### src/rtl/iir1_pipe.sv
module iir1_pipe #(
  parameter int W = 16,
  parameter int M = 5
) (
  input  logic                clk,
  input  logic                rst,
  input  logic                in_vld,
  input  logic signed [W-1:0] b,
  input  logic signed [W-1:0] c,
  output logic                out_vld,
  output logic signed [W-1:0] y
);
  localparam logic signed [W-1:0] MW = W'(M);

  logic                mid_vld;
  logic signed [W-1:0] mid_sum;
  logic signed [W-1:0] acc;
  logic                acc_vld;
  logic signed [W-1:0] fb;

  // feed-forward stage: one adder, outside the loop
  always_ff @(posedge clk) begin
    if (rst) begin
      mid_vld <= 1'b0;
      mid_sum <= '0;
    end else begin
      mid_vld <= in_vld;
      if (in_vld) mid_sum <= b + c;
    end
  end

  // feedback loop: multiply and add share one register-to-register path
  assign fb = acc * MW;

  always_ff @(posedge clk) begin
    if (rst) begin
      acc_vld <= 1'b0;
      acc     <= '0;
    end else begin
      acc_vld <= mid_vld;
      if (mid_vld) acc <= mid_sum + fb;
    end
  end

  assign y       = acc;
  assign out_vld = acc_vld;
endmodule


### config.mk
export PLATFORM = sky130hd
export DESIGN_NAME = iir1_pipe
export DESIGN_NICKNAME = d
export VERILOG_FILES = /design/src/rtl/iir1_pipe.sv
export SDC_FILE = /design/constraint.sdc
export NUM_CORES = 1
export LEC_CHECK = 0
export BUFFER_PORTS_ARGS = -buffer_cell sky130_fd_sc_hd__buf_2
export CAP_MARGIN = 40
export CORE_AREA = 2 2 84 78
export DETAILED_ROUTE_END_ITERATION = 16
export DIE_AREA = 0 0 86 80
export GPL_TIMING_DRIVEN = 0
export PLACE_DENSITY = 0.77
export SLEW_MARGIN = 20
export SYNTH_ARGS = -nofsm -noshare
export SYNTH_HDL_FRONTEND = slang
export SYNTH_SLANG_ARGS = --single-unit
### constraint.sdc
create_clock -name clk -period 7.1 [get_ports clk]
set_clock_uncertainty 0.2 [all_clocks]
set_input_delay 0.355 -clock clk [delete_from_list [all_inputs] [get_ports clk]]
set_output_delay 0.355 -clock clk [all_outputs]
set_load 0.01 [all_outputs]
=== Word level (Yosys, flattened, before mapping) ===
Index checks and enable logic that the tools add are counted.

* Register bits after elaboration: 34
* Input port bits: 35
* Output and inout port bits: 17
* Logic and storage cells: 7

* $add $sub $neg: 2
* Multiply operators: 1

{| class="wikitable"
|+ Operator list
! kind !! count
|-
| 16-bit adder || 2
|-
| 16-bit by 4-bit multiplier with 16-bit output, second input constant || 1
|}

=== Logic depth before layout (Yosys ltp) ===
* Depth in word-level cells: 2
* Mapped depth: 11
* Depth with buffers taken out: 11

=== Worst setup path after synthesis ===
Ideal clock, no wire load.

* Path type: register -> register
* From: register acc[4], in the netlist y[4]
* To: register acc[15], in the netlist y[15]
* Setup time: 0.121 ns
* Arrival time: 2.904 ns
* Data required time: 6.779 ns
* Setup slack: 3.875 ns
* Stages on the path, launching flop included: 12
* Buffers on the path: 0
* Period minus slack after synthesis: 3.225 ns
* Cells stage by stage: dfxtp_1 > ha_1 > inv_1 > fa_1 > inv_1 > ha_1 > a21o_1 > or3_1 > o21ba_2 > o22ai_1 > mux2i_1 > mux2_2

* Longest elaborated chain between the ends: 2

{| class="wikitable"
|+ Ends and longest elaborated chain
! item !! RTL line !! text
|-
| from (decl) || 17 || <nowiki>logic signed [W-1:0] acc;</nowiki>
|-
| from (signal assigned) || 41 || <nowiki>if (mid_vld) acc <= mid_sum + fb;</nowiki>
|-
| 16-bit by 4-bit multiplier with 16-bit output || 33 || <nowiki>assign fb = acc * MW;</nowiki>
|-
| 16-bit adder || 41 ||
|}

No other way between the ends.
A chain may end at the register's enable or synchronous reset.

=== Worst setup path in the final report ===
Same ends and word-level chain as after synthesis.

==> run_results.csv <==
group,metric,value,unit
synth,syn_avg_cell_area,8.40,um^2
detailed_routing,antenna_left,0,
clock_tree,root_buffer,"clkbuf_8",
detailed_routing,vias_per_cell,5.36,
finish,layout.nets,530,
finish,layout-drive-gt1-share,0.153,
sta,max-slew-margin-rel,0.570,
detailed_routing,wl_met3,291,um
critical_path,cp.required,7.08,ns
sta,drv_slew,0,
synth,synth-simple-area-share,0.122,
grt,antenna_found_initial,0,
clock_tree,clkLatencyLatePin,0.29,ns
critical_path,worstPathMaxFanout,6,
finish,syn_to_final_growth,13.4,%
finish,diodes,0,
detailed_routing,met1_length,3.08,mm
floorplanning,ioPinCount,52,
synth,yosys.area_share.xor_xnor,0.0631,
synth,synthMuxAreaShare,0.0475,
synth,synth-edff-count,0,
synth,synth_ff_type,"dfxtp_1",
synth,synth_top_family_by_area,"adder cells",
clock_tree,cts_setup_buffers,0,
finish,fillers,499,
placement,dp_hpwl,5.43,mm
finish,final_cell_mix,"71 x inv_1, 49 x buf_2, 45 x ha_1",
synth,synthArstFlopShare,0,
synth,ys_seq_elements,34,
sta,setup_viol,0,
floorplanning,die-area,6880,um^2
synth,synth.distinct_cells,52,
clock_tree,cts_buffer_depth,2,
floorplanning,chipWidth,86,um
placement,port_buffers,49,
clock_tree,tritoncts,"built",
detailed_routing,vias,2727,
job,timing.max_cap.violations,0,
placement,place.gp.congestion,0.973,
power_and_ir_drop,ir_drop,81.5,uV
grt,grt-ovfl-total,0,
sta,hold_ws,0.237,ns
detailed_routing,first_pass_iters,4,
clock_tree,postCtsHoldBufs,0,
grt,grt_max_degree,11,
synth,synthAdderAreaFrac,0.264,
critical_path,startpoint_type,"flip-flop",
floorplanning,core,5980,um^2
clock_tree,cts_sinks,34,
detailed_routing,drc_errors,0,
synth,synth_compound_area_frac,0.195,
critical_path,cp.arrival,3.41,ns
detailed_routing,met2_length,3.20,mm
sta,setup-tns-final,0,ns
power_and_ir_drop,power_density,174,nW/um^2
floorplanning,rows,27,
sta,tightest_slew,0.646,ns
grt,grt_pass1_vias,2594,
synth,syn_nets,474,
clock_tree,cts_resized,0,
power_and_ir_drop,p_leak,1.86,nW
grt,track_usage,0.204,
sta,period_share,0.483,
sta,finalCriticalPeriod,3.43,ns
detailed_routing,wl_per_cell,13.1,um
clock_tree,cts_buffers,5,
critical_path,critPathKind,"flip-flop to flip-flop",
grt,grt_pass1_wl,11.3,mm
floorplanning,die_h,80,um
detailed_routing,drtIter0Drc,118,
synth,syn-cell-area,3190,um^2
synth,yosysWarnings,0,
detailed_routing,top_layer,"met4",
finish,layout_commonest_cell,"inv_1",
synth,ys_seq_area_frac,0.213,
sta,rsz0062_at_grt,"no",
clock_tree,htree_levels,2,
min_path,worstHoldPathType,"primary input to flip-flop",
critical_path,worstSetupEndpointType,"flip-flop",
synth,synth_cells,380,
sta,fmax,0.292,GHz
clock_tree,path_clk_slew,0.07,ns
run_status,outcome,"finished clean",
sta,hold_violations,0,
detailed_routing,wirelength,6.69,mm
floorplanning,start_util,0.534,
report_power, final:
group	total [mW]	switching, mW	internal (mW)
Combinational	0.253	0.142	0.111
Sequential	0.225	0.0156	0.209
Clock	0.150	0.0719	0.0783
Total	0.629	0.229	0.399
synthesized netlist by cell type, types with 2 or more instances:
master	count	area, um^2
a2111oi_0	2	17.5
a2111oi_2	2	30.0
a211oi_1	8	60.1
a21o_1	14	105
a21oi_1	17	85.1
a31oi_1	4	25.0
and2_1	2	12.5
buf_1	2	7.51
clkbuf_1	7	26.3
dfxtp_1	34	681
fa_1	14	280
ha_1	45	563
inv_1	71	267
mux2i_1	14	140
nand2_1	16	60.1
nand3_1	6	30.0
nand4_1	3	18.8
nand4b_1	2	17.5
nor2_1	32	120
nor2b_1	6	37.5
nor3_1	5	25.0
o211ai_1	2	15.0
o21a_1	4	30.0
o21ai_0	10	50.1
o221a_2	2	22.5
o22ai_1	4	25.0
o311ai_0	2	17.5
o31ai_1	2	15.0
or2_2	2	12.5
or3_1	3	18.8
xnor2_1	14	123
xor2_1	9	78.8
worst max-delay path, cell delays in order (launching register included):
cell     delay (ns)
dfxtp_1        0.35
ha_1           0.29
inv_1          0.05
fa_1           0.50
inv_1          0.05
ha_1           0.36
a21o_1         0.23
or3_1          0.31
o21ba_2        0.22
o22ai_1        0.17
mux2i_1        0.24
mux2_2         0.35
final cells by class:
cell class | count | area (um^2) | area share
well taps | 72 | 90.1 | 0.0249
plain buffers | 10 | 38.8 | 0.0107
clock inverters | 1 | 5.00 | 0.00138
inverters | 71 | 267 | 0.0737
clock buffers | 7 | 86.3 | 0.0239
multi-input cells | 265 | 2200 | 0.609
repair buffers | 49 | 245 | 0.0678
flip-flops and latches | 34 | 681 | 0.188
through the flow:
stage	setup slack [ns]	instance area, um^2	std cells	total power, mW	utilization
after CTS	3.65	3620	509	0.632	0.605
after global placement	3.74	3530	501	0.473	0.590
after detailed placement	3.70	3530	501	0.480	0.590
after global routing	3.55	3620	509	0.677	0.605
after floorplan	3.88	3190	380	0.419	-
final	3.67	3620	509	0.629	0.605
registers in the layout, indices dropped and copies added (netlist names):
| name | cells |
|---|---|
| y | 16 |
| mid_vld | 1 |
| out_vld | 1 |
| mid_sum | 16 |
cell families after synthesis:
| family | after synthesis |
|---|---|
| muxes | 15 |
| buffers and inverters | 81 |
| xor gates and xnor gates | 23 |
| and+or+nand+nor | 82 |
| AOI/OAI and AO/OA | 86 |
| DFF | 34 |
| adders and majority gates | 59 |
metal layers:
| metal | vias up | global-route usage |
|---|---|---|
| li1 | 1410 | - |
| met1 | 1245 | 0.265 |
| met2 | 62 | 0.351 |
| met3 | 10 | 0.0248 |
| met4 | 0 | 0.0698 |
| met5 | - | 0 |
final timing paths:
check / endpoint / slack [ns] / cells after the start / start
worst max-delay path: y[15] / 3.67 / 11 / y[4]
worst min-delay path: mid_sum[0] / 0.24 / 4 / c[0]
worst max register to register: y[15] / 3.67 / 11 / y[4]
worst min register to register: mid_sum[10] / 0.29 / 2 / mid_sum[10]
No activity file was read; power rests on OpenSTA's default activity.
